--- src/rtl/mzc_pkg.sv ---
`timescale 1ns/1ps
package mzc_pkg;
  localparam int unsigned MZC_WIDTH = 64;

  // Counting direction; the encoding matches the in_trail pin.
  typedef enum logic {
    MZC_LEAD  = 1'b0,
    MZC_TRAIL = 1'b1
  } mzc_dir_e;

  function automatic int unsigned mzc_cnt_w(input int unsigned w);
    return $clog2(w + 1);
  endfunction
endpackage

--- src/rtl/mzc_lzc.sv ---
`timescale 1ns/1ps
// Leading-zero count. An all-zero input gives W.
module mzc_lzc #(
  parameter int unsigned W  = 64,
  parameter int unsigned CW = $clog2(W + 1)
) (
  input  logic [W-1:0]  vec,
  output logic [CW-1:0] zeros
);
  always_comb begin
    zeros = CW'(W);
    // The highest set bit is visited last, so it decides the count.
    for (int i = 0; i < W; i++) begin
      if (vec[i]) zeros = CW'(W - 1 - i);
    end
  end
endmodule

--- src/rtl/mzc_shr.sv ---
`timescale 1ns/1ps
// Logarithmic right shifter. Any amount of W or more clears the word.
module mzc_shr #(
  parameter int unsigned W  = 64,
  parameter int unsigned CW = $clog2(W + 1)
) (
  input  logic [W-1:0]  din,
  input  logic [CW-1:0] amt,
  output logic [W-1:0]  dout
);
  logic [W-1:0] stage [CW+1];
  assign stage[0] = din;

  for (genvar k = 0; k < CW; k++) begin : g_stage
    localparam longint unsigned STEP = 64'd1 << k;
    if (STEP < W) begin : g_shift
      assign stage[k+1] = amt[k] ? (stage[k] >> STEP) : stage[k];
    end else begin : g_clear
      assign stage[k+1] = amt[k] ? '0 : stage[k];
    end
  end

  assign dout = stage[CW];
endmodule

--- src/rtl/mzc_popcnt.sv ---
`timescale 1ns/1ps
// Counts the ones in a word using a pairwise adder tree.
module mzc_popcnt #(
  parameter int unsigned W  = 64,
  parameter int unsigned CW = $clog2(W + 1)
) (
  input  logic [W-1:0]  vec,
  output logic [CW-1:0] ones
);
  localparam int unsigned LVLS = (W > 1) ? $clog2(W) : 1;
  localparam int unsigned LEAF = 1 << LVLS;

  logic [CW-1:0] node [2*LEAF];

  for (genvar l = 0; l < LEAF; l++) begin : g_leaf
    if (l < W) begin : g_bit
      assign node[LEAF + l] = CW'(vec[l]);
    end else begin : g_pad
      assign node[LEAF + l] = '0;
    end
  end

  for (genvar n = 1; n < LEAF; n++) begin : g_sum
    assign node[n] = node[2*n] + node[2*n + 1];
  end

  assign node[0] = '0;
  assign ones    = node[1];
endmodule

--- src/rtl/mzc_core.sv ---
`timescale 1ns/1ps
// Combinational masked zero count. The trailing direction bit-reverses
// both words, so a single leading-direction datapath serves both ends.
module mzc_core
  import mzc_pkg::*;
#(
  parameter int unsigned W  = MZC_WIDTH,
  parameter int unsigned CW = $clog2(W + 1)
) (
  input  logic [W-1:0]  src,
  input  logic [W-1:0]  mask,
  input  mzc_dir_e      dir,
  output logic [CW-1:0] count
);
  logic [W-1:0]  sel, sel_rev, mask_rev;
  logic [W-1:0]  sel_n, mask_n;
  logic [W-1:0]  beyond;
  logic [CW-1:0] raw, shamt, pc;

  assign sel = src & mask;

  for (genvar g = 0; g < W; g++) begin : g_rev
    assign sel_rev[g]  = sel[W-1-g];
    assign mask_rev[g] = mask[W-1-g];
  end

  assign sel_n  = (dir == MZC_TRAIL) ? sel_rev  : sel;
  assign mask_n = (dir == MZC_TRAIL) ? mask_rev : mask;

  mzc_lzc #(.W(W), .CW(CW)) u_lzc (
    .vec   (sel_n),
    .zeros (raw)
  );

  // Keep only the top `raw` mask bits: the ones ahead of the first hit.
  assign shamt = CW'(W) - raw;

  mzc_shr #(.W(W), .CW(CW)) u_shr (
    .din  (mask_n),
    .amt  (shamt),
    .dout (beyond)
  );

  mzc_popcnt #(.W(W), .CW(CW)) u_pop (
    .vec  (beyond),
    .ones (pc)
  );

  assign count = (raw == '0) ? '0 : pc;
endmodule

--- src/rtl/mzc_unit.sv ---
`timescale 1ns/1ps
// Stream wrapper: one output register with pass-through ready.
module mzc_unit
  import mzc_pkg::*;
#(
  parameter int unsigned W     = MZC_WIDTH,
  parameter int unsigned OUT_W = 64
) (
  input  logic             clk,
  input  logic             rst_n,
  input  logic             in_valid,
  output logic             in_ready,
  input  logic [W-1:0]     in_src,
  input  logic [W-1:0]     in_mask,
  input  logic             in_trail,
  output logic             out_valid,
  input  logic             out_ready,
  output logic [OUT_W-1:0] out_count
);
  localparam int unsigned CW = $clog2(W + 1);

  logic [CW-1:0] cnt_d, cnt_q;
  logic          vld_q;
  logic          take;
  mzc_dir_e      dir;

  assign dir = mzc_dir_e'(in_trail);

  mzc_core #(.W(W), .CW(CW)) u_core (
    .src   (in_src),
    .mask  (in_mask),
    .dir   (dir),
    .count (cnt_d)
  );

  assign in_ready = !vld_q || out_ready;
  assign take     = in_valid && in_ready;

  always_ff @(posedge clk or negedge rst_n) begin
    if (!rst_n) begin
      vld_q <= 1'b0;
      cnt_q <= '0;
    end else begin
      if (in_ready) vld_q <= in_valid;
      if (take)     cnt_q <= cnt_d;
    end
  end

  assign out_valid = vld_q;
  assign out_count = OUT_W'(cnt_q);
endmodule

--- config.mk ---
export PLATFORM = sky130hd
export DESIGN_NAME = mzc_unit
export DESIGN_NICKNAME = d
export VERILOG_FILES = /design/src/rtl/mzc_pkg.sv /design/src/rtl/mzc_lzc.sv /design/src/rtl/mzc_shr.sv /design/src/rtl/mzc_popcnt.sv /design/src/rtl/mzc_core.sv /design/src/rtl/mzc_unit.sv
export SDC_FILE = /design/constraint.sdc
export NUM_CORES = 1
export LEC_CHECK = 0
export ABC_AREA = 1
export BUFFER_PORTS_ARGS = -buffer_cell sky130_fd_sc_hd__buf_2
export CAP_MARGIN = 20
export CORE_MARGIN = 1.5
export CORE_UTILIZATION = 45
export DETAILED_ROUTE_END_ITERATION = 8
export GPL_TIMING_DRIVEN = 0
export PLACE_DENSITY = 0.79
export SYNTH_ARGS = -nofsm -noshare
export SYNTH_HDL_FRONTEND = slang
export SYNTH_SLANG_ARGS = --single-unit
export TNS_END_PERCENT = 100
--- constraint.sdc ---
create_clock -name clk -period 1.05 [get_ports clk]
set_input_delay 0 -clock clk [delete_from_list [all_inputs] [get_ports clk]]
set_output_delay 0 -clock clk [all_outputs]
set_load 0.03 [all_outputs]
==> results of run 1 <==
[critical path, delay by kind of cell]
kind	cells	cell delay, ns
AO/OA/AOI/OAI	2	0.34
adder cells (fa/ha/maj)	11	4.47
XOR/XNOR	2	0.35
buffers and inverters	12	1.17
AND/OR/NAND/NOR	71	4.53
[sequential cells by signal (all words and copies together), names as in the netlist]
register,flops
cnt_q,7
out_valid,1
[kinds of logic (layout without fill, tap and decap cells)]
logic type | after synthesis | count (layout)
buffers and inverters | 367 | 570
and+or+nand+nor | 1152 | 1152
AOI/OAI and AO/OA | 151 | 151
adders and majority gates | 104 | 104
other | 1 | 57
DFF | 8 | 8
xor gates and xnor gates | 3 | 3
[how the worst max path moves through the flow]
stage	from	to
2_1_floorplan	in_trail	cnt_q[5]
3_3_place_gp	in_trail	cnt_q[5]
3_5_place_dp	in_trail	cnt_q[5]
4_1_cts	in_trail	cnt_q[5]
5_1_grt	in_trail	cnt_q[5]
6_report	in_trail	cnt_q[5]
[what timing repair did]
item | 4_1_cts | 5_1_grt
setup buffers | 43 | 16
cloned | 1 | 1
gates resized for setup | 248 | 193
hold buffers | 1 | 0
pin swaps | 74 | 80
hold endpoints to repair | 8 | 0
endpoints found under the setup margin | 7 | 7
[power breakdown]
group,switching (mW),internal (mW)
Sequential,0.0445,0.421
Clock,0.164,0.507
Combinational,22.3,14.9
[through the flow]
stage          worst slack (ns)  instances
2_1_floorplan             -8.61       1842
3_3_place_gp             -10.35       2257
3_5_place_dp             -10.45       2257
4_1_cts                   -9.52       2304
5_1_grt                  -10.46       2320
6_report                  -9.71       2320
[cell usage in the layout (no fill, tap or decap), types with 27 or more instances in the layout]
cell type | synthesis | layout
nand2_1 | 482 | 436
nand3_1 | 561 | 390
inv_1 | 195 | 170
buf_2 | 34 | 163
nand3_2 | 1 | 149
o21ai_0 | 122 | 119
buf_4 | 61 | 108
nor2_1 | 75 | 68
conb_1 | 1 | 57
fa_1 | 60 | 43
nand2_2 | 1 | 34
clkbuf_1 | 64 | 31
ha_1 | 44 | 31
buf_6 | 0 | 27
[metal layers]
layer | up-vias | routed length, um | global-route usage
met5 | - | 0 | 0
met4 | 0 | 1910 | 0.116
met1 | 6427 | 18900 | 0.561
met3 | 166 | 5050 | 0.0589
met2 | 828 | 19800 | 0.639
li1 | 6292 | - | -
[cell type report]
cell class	instances	share of cell area
timing repair buffer	200	0.0953
buffer	166	0.102
multi-input combinational	1467	0.700
inverter	200	0.0571
tap	275	0.0253
sequential	8	0.0148
clock buffer	4	0.00580
==> flow_summary.ini, run 1 <==
[logic_synthesis]
syn_area_per_cell_sq_um = 5.35
syn_inst = 1786
ys_async_sr_fraction = 1.00
syn_area_sq_um = 9560
synth_compound_area_frac = 0.0838
synth_top_family_by_area = simple AND/OR/NAND/NOR gates
synthMuxAreaShare = 0
synth.most_common_cell = nand3_1
synth_warnings = 0
yosys_register_bits = 8
synth_flop_cell = dfrtp_1
yosys.area.top_type_share = 0.294
yosysTopAreaCell = nand3_1
netlist_top_cells_count = 561 x nand3_1, 482 x nand2_1, 195 x inv_1, 122 x o21ai_0, 75 x nor2_1
synth_seq_area_share = 0.0210
synth_adder_area_share = 0.183
synth-simple-area-share = 0.536
synthXorXnorAreaFrac = 0.00275
synth_edf_count = 0
yosys-top-cells-area = nand3_1 29%, nand2_1 19%, fa_1 13%
synthDistinctLibCells = 35

[pwr]
finalPower_mw = 38.3
vdd_drop_max_uv = 4430
p_leak_nw = 7.15
powerDensity_nw_per_um2 = 2820

[final_layout]
final_nets = 2283
n_fill_cell = 2018
area_growth_syn_to_layout_pct = 42.1
diodes = 0
final_core_util = 0.648
multi_input_area_sq_um = 9510
final_design_area_no_fill_sq_um = 13600
regArea_sq_um = 201
drive_gt1_frac = 0.317

[cts]
cts.reportedPaths.clkPinSlew_ns = 0.04
htreeDepth = 1
tritoncts = built
cts_sinks = 8
cts_buffers = 3
root_buffer = clkbuf_16
cts_buffer_depth = 2
clock_latency_ns = 0.24

[placement]
gp_congestion = 1.01
dp_hpwl_um = 36700
portBuffers = 140
dpl-instance-area_sq_um = 11200

[sta]
period_share = 10.2
finalClockSkew_ns = 0.00555
worst_slack_ns = -9.71
fin_setup_tns_ns = -65.05
whs_ns = 0.0351
timing.fmax_mhz = 93.0
min_period_ns = 10.76
slew_viol_final = 0
setup_viol = 7
rsz0062_at_grt = yes
worst_slew_pin_slew_ns = 0.871
hold_viol = 0
relSlewSlack = 0.419

[drt]
wl_um = 45700
antenna_left = 0
via_per_inst = 5.91
first_iter_violations = 1727
post_drt_wl_per_cell_um = 19.7
vias = 13713
drc = 0
firstDrtPassIters = 7

[grt]
antenna_found_initial = 1
grt_pass1_wl_um = 69100
track_usage = 0.401
grt_pass1_vias = 12596
grt_max_degree = 11
gr-total-overflow = 0

[hold_path]
min-delay-start = out_ready
holdPathEnd = out_valid
worstHoldPathType = input pin to register
whs_path_depth = 4

[worst_setup_path]
critPathMaxFanout = 10
r2r_slack_ns = -0.03
crit_required_ns = 1.17
rr_startpoint = out_valid
r2r-end = cnt_q[6]
crit_slowest_cell = fa_2
rr_worst_depth = 4
cpMostUsedCell = nand2_1
cp.arrival_ns = 10.88
cp-end-kind = register
critPathLaunchType = input pin
crit_path_max_incr_delay_ns = 0.57
critPathKind = input pin to register

[floorplanning]
die_y_um = 149
dieArea_sq_um = 22100
core_sq_um = 21000
pin_count = 199
rows = 53
initial_utilization = 0.456
die_w_um = 149

[job]
cap_viol_max_count = 0

[outcome]
violations = negative setup slack
status = finished with violations
No activity file was read; power rests on OpenSTA's default activity.
==> run 2, diff against run 1 <==
- RECOVER_POWER: unset -> 100
==> flow_summary.ini, run 2 (synthesis gave the netlist of run 1 again) <==
[hold_path]
whs_path_depth = 4
worstHoldPathType = input pin to register
min-delay-start = out_ready
holdPathEnd = out_valid

[pwr]
combPwrFrac = 0.970
p_seq_frac = 0.012
p_leak_nw = 7.12
vdd_drop_max_uv = 4450
p_int_mw = 15.7
swShare = 0.588
powerDensity_nw_per_um2 = 2820
power_frac_clock = 0.018
net-switching-power_mw = 22.5
finalPower_mw = 38.2

[sta]
slew_viol_final = 0
hold_viol = 0
finalClockSkew_ns = 0.00451
setup_viol = 7
min_period_ns = 10.76
worst_slew_pin_slew_ns = 0.830
fin_setup_tns_ns = -65.07
worst_slack_ns = -9.71
period_share = 10.2
relSlewSlack = 0.447
timing.fmax_mhz = 92.9
rsz0062_at_grt = yes

[drt]
post_drt_wl_per_cell_um = 19.7
drc = 0
via_per_inst = 5.92
wl_um = 45800
firstDrtPassIters = 8
vias = 13724
first_iter_violations = 1702
antenna_left = 0

[worst_setup_path]
cp.arrival_ns = 10.88
critPathKind = input pin to register
r2r-end = cnt_q[6]
rr_startpoint = out_valid
crit_slowest_cell = fa_1
cp-end-kind = register
r2r_slack_ns = -0.06
crit_path_max_incr_delay_ns = 0.60
critPathMaxFanout = 10
critPathLaunchType = input pin
crit_required_ns = 1.17
rr_worst_depth = 4
cpMostUsedCell = nand2_1

[cts]
cts_buffer_depth = 2
tritoncts = built
htreeDepth = 1
root_buffer = clkbuf_16
cts_buffers = 3
cts.reportedPaths.clkPinSlew_ns = 0.04
clock_latency_ns = 0.24
cts_sinks = 8

[outcome]
violations = negative setup slack
status = finished with violations

[floorplanning]
initial_utilization = 0.456
pin_count = 199
dieArea_sq_um = 22100
core_sq_um = 21000
die_y_um = 149
rows = 53
die_w_um = 149

[final_layout]
area_growth_syn_to_layout_pct = 42.0
n_fill_cell = 2025
layout_common_cells = 436 x nand2_1, 390 x nand3_1, 170 x inv_1, 153 x buf_2, 149 x nand3_2
final_common_cell = nand2_1
largest_register_ffs = 7
drive_gt1_frac = 0.313
top_register = cnt_q
final_nets = 2283
diodes = 0

[grt]
grt_max_degree = 11
grt_pass1_wl_um = 69100
grt_pass1_vias = 12596
track_usage = 0.401
gr-total-overflow = 0
antenna_found_initial = 1

[placement]
pre_cts_slack_ns = -10.45
gp_congestion = 1.01
dp_hpwl_um = 36700
portBuffers = 140

[job]
cap_viol_max_count = 0
[run 2: cell types whose count changed in the layout (fill, tap and decap cells not counted), sizes merged]
cell	delta
buf	-10
clkbuf	+10
[run 2: power by group through the flow]
stage	registers (mW)	clock network (mW)	logic, mW
finish	0.470	0.671	37.1
global route	0.471	0.687	39.0
CTS	0.465	0.661	32.0
detailed placement	0.462	0	27.1
global placement	0.463	0	26.2
floorplan	0.627	0	19.9
[run 2: layout make-up]
| cell class | count | area (sq um) | area share |
|---|---|---|---|
| Multi-Input combinational cell | 1467 | 9510 | 0.701 |
| Tap cell | 275 | 344 | 0.0254 |
| Timing Repair Buffer | 200 | 1280 | 0.0945 |
| Clock buffer | 4 | 78.8 | 0.00581 |
| Inverter | 200 | 776 | 0.0572 |
| Buffer | 166 | 1380 | 0.102 |
| Sequential cell | 8 | 201 | 0.0148 |
[run 2: layer usage]
metal	GRT usage	vias to the layer above	share of wire
li1	-	6296	-
met1	0.561	6456	0.42
met2	0.639	820	0.44
met3	0.0589	152	0.11
met4	0.116	0	0.039
met5	0	-	0
[run 2: critical path, delay by kind of cell]
kind | cells | cell delay, ns
buf+inv | 14 | 1.34
xor+xnor | 1 | 0.15
simple gates | 70 | 4.40
fa+ha+maj | 11 | 4.40
compound gates | 3 | 0.55
[run 2: worst max-delay path by stage]
stage | start | endpoint | slack [ns] | depth (start not counted)
floorplan | in_trail | cnt_q[5] | -8.61 | 100
global placement | in_trail | cnt_q[5] | -10.35 | 74
detailed placement | in_trail | cnt_q[5] | -10.45 | 74
CTS | in_trail | cnt_q[5] | -9.52 | 101
global route | in_trail | cnt_q[5] | -10.46 | 98
finish | in_trail | cnt_q[5] | -9.71 | 99
[run 2: timing repair]
action	4_1_cts	5_1_grt
endpoints found under the setup margin	7	7
gates resized for setup	248	193
endpoints found under the hold margin	8	0
pin swaps	74	80
hold buffers	1	0
buffers inserted	43	16
cloned	1	1
[run 2: metrics by stage]
step / hold slack, ns / cells / cell area (sq um) / utilization
4_1_cts: 0.0386 / 2304 / 12700 / 0.607
3_3_place_gp: -0.152 / 2257 / 11200 / 0.533
5_1_grt: 0.0437 / 2320 / 13600 / 0.647
6_report: 0.0359 / 2320 / 13600 / 0.647
3_5_place_dp: -0.153 / 2257 / 11200 / 0.533
2_1_floorplan: -0.296 / 1842 / 10100 / -
==> run 3, diff against run 2 <==
- CTS_BUF_LIST: unset -> sky130_fd_sc_hd__clkbuf_16
==> flow_summary.ini, run 3 (synthesis gave the netlist of run 1 again) <==
[final_layout]
final_nets = 2283
top_register = cnt_q
diodes = 0
n_fill_cell = 2025
layout_common_cells = 436 x nand2_1, 390 x nand3_1, 171 x inv_1, 153 x buf_2, 149 x nand3_2
drive_gt1_frac = 0.313
regArea_sq_um = 201
instances_no_fill = 2320
area_growth_syn_to_layout_pct = 42.0
final_design_area_no_fill_sq_um = 13600
multi_input_area_sq_um = 9510
final_common_cell = nand2_1
final_core_util = 0.647
largest_register_ffs = 7

[sta]
fin_setup_tns_ns = -64.99
period_share = 10.2
relSlewSlack = 0.439
finalClockSkew_ns = 0.00450
timing.fmax_mhz = 93.1
worst_slew_pin_slew_ns = 0.841
slew_viol_final = 0
min_period_ns = 10.75
worst_slack_ns = -9.70
whs_ns = 0.0359
hold_viol = 0
rsz0062_at_grt = yes
setup_viol = 7

[cts]
clock_latency_ns = 0.24
htreeDepth = 1
cts_buffers = 3
cts_buffer_depth = 2
cts_sinks = 8
root_buffer = clkbuf_16
cts.reportedPaths.clkPinSlew_ns = 0.04
tritoncts = built

[outcome]
status = finished with violations
violations = negative setup slack

[floorplanning]
die_y_um = 149
dieArea_sq_um = 22100
rows = 53
initial_utilization = 0.456
core_sq_um = 21000
pin_count = 199
die_w_um = 149

[worst_setup_path]
crit_slowest_cell = fa_1
critPathLaunchType = input pin
cp.depth = 99
cp-end-kind = register
crit_required_ns = 1.17
critPathMaxFanout = 10
r2r_slack_ns = -0.06
rr_worst_depth = 4
r2r-end = cnt_q[6]
cpLargestDelayFamily = adder cells
cp-startpoint = in_trail
rr_startpoint = out_valid
cp.arrival_ns = 10.87
cp.buffers_inverters = 14
worstSetupEndpoint = cnt_q[5]
critPathKind = input pin to register
cpMostUsedCell = nand2_1
crit_path_max_incr_delay_ns = 0.60

[placement]
dpl-instance-area_sq_um = 11200
placed_cells = 2257
dp_hpwl_um = 36700
gp_congestion = 1.01
portBuffers = 140

[drt]
vias = 13700
first_iter_violations = 1702
antenna_left = 0
firstDrtPassIters = 8
post_drt_wl_per_cell_um = 19.7
via_per_inst = 5.91
wl_um = 45700
drc = 0

[grt]
antenna_found_initial = 1
gr-total-overflow = 0
grt_pass1_vias = 12596
grt_max_degree = 11
grt_pass1_wl_um = 69100
track_usage = 0.401

[hold_path]
worstHoldPathType = input pin to register

[pwr]
p_leak_nw = 7.12
powerDensity_nw_per_um2 = 2820
vdd_drop_max_uv = 4440

[job]
cap_viol_max_count = 0
==> run 3: worst min-delay path: cells and delay by family <==
family / cells / cell delay (ns)
buffers and inverters: 2 / 0.12
and+or+nand+nor: 2 / 0.11
==> run 3: where the power goes <==
group / internal (mW) / switching [mW]
combinational: 14.8 / 22.3
clock: 0.497 / 0.164
sequential: 0.421 / 0.0482
total: 15.7 / 22.5
==> run 3: final cells by class <==
class                   instances  share of cell area
plain buffers                 166               0.102
clock buffers                   3             0.00553
well taps                     275              0.0254
inverters                     200              0.0572
clock inverters                 1            0.000277
repair buffers                200              0.0945
multi-input cells            1467               0.701
flip-flops and latches          8              0.0148
==> run 3: repair_timing <==
action / 4_1_cts / 5_1_grt
hold buffers: 1 / 0
setup endpoints to repair: 7 / 7
buffers inserted: 43 / 16
hold endpoints to repair: 8 / 0
cloned: 1 / 1
gates resized for setup: 248 / 193
pin swaps: 74 / 80
==> run 3: stage by stage <==
stage	power (mW)	setup WS [ns]
finish	38.2	-9.70
global route	40.2	-10.46
CTS	33.1	-9.52
detailed placement	27.6	-10.45
global placement	26.7	-10.35
floorplan	20.5	-8.61
==> run 3: per-layer routing <==
metal,vias to the layer above,share of wire,routed length (um),global-route usage
met3,163,0.11,5030,0.0589
met5,-,0,0,0
met1,6402,0.41,18900,0.561
li1,6296,-,-,-
met2,839,0.44,20000,0.639
met4,0,0.039,1800,0.116
==> run 3: how the worst min path moves through the flow <==
stage / startpoint / end / slack, ns / cells after the start
after floorplan: rst_n / cnt_q[0] / -0.30 / 0
after global placement: rst_n / cnt_q[2] / -0.15 / 1
after detailed placement: rst_n / cnt_q[0] / -0.15 / 1
after CTS: out_ready / out_valid / 0.04 / 4
after global routing: out_ready / out_valid / 0.04 / 4
final: out_ready / out_valid / 0.04 / 4
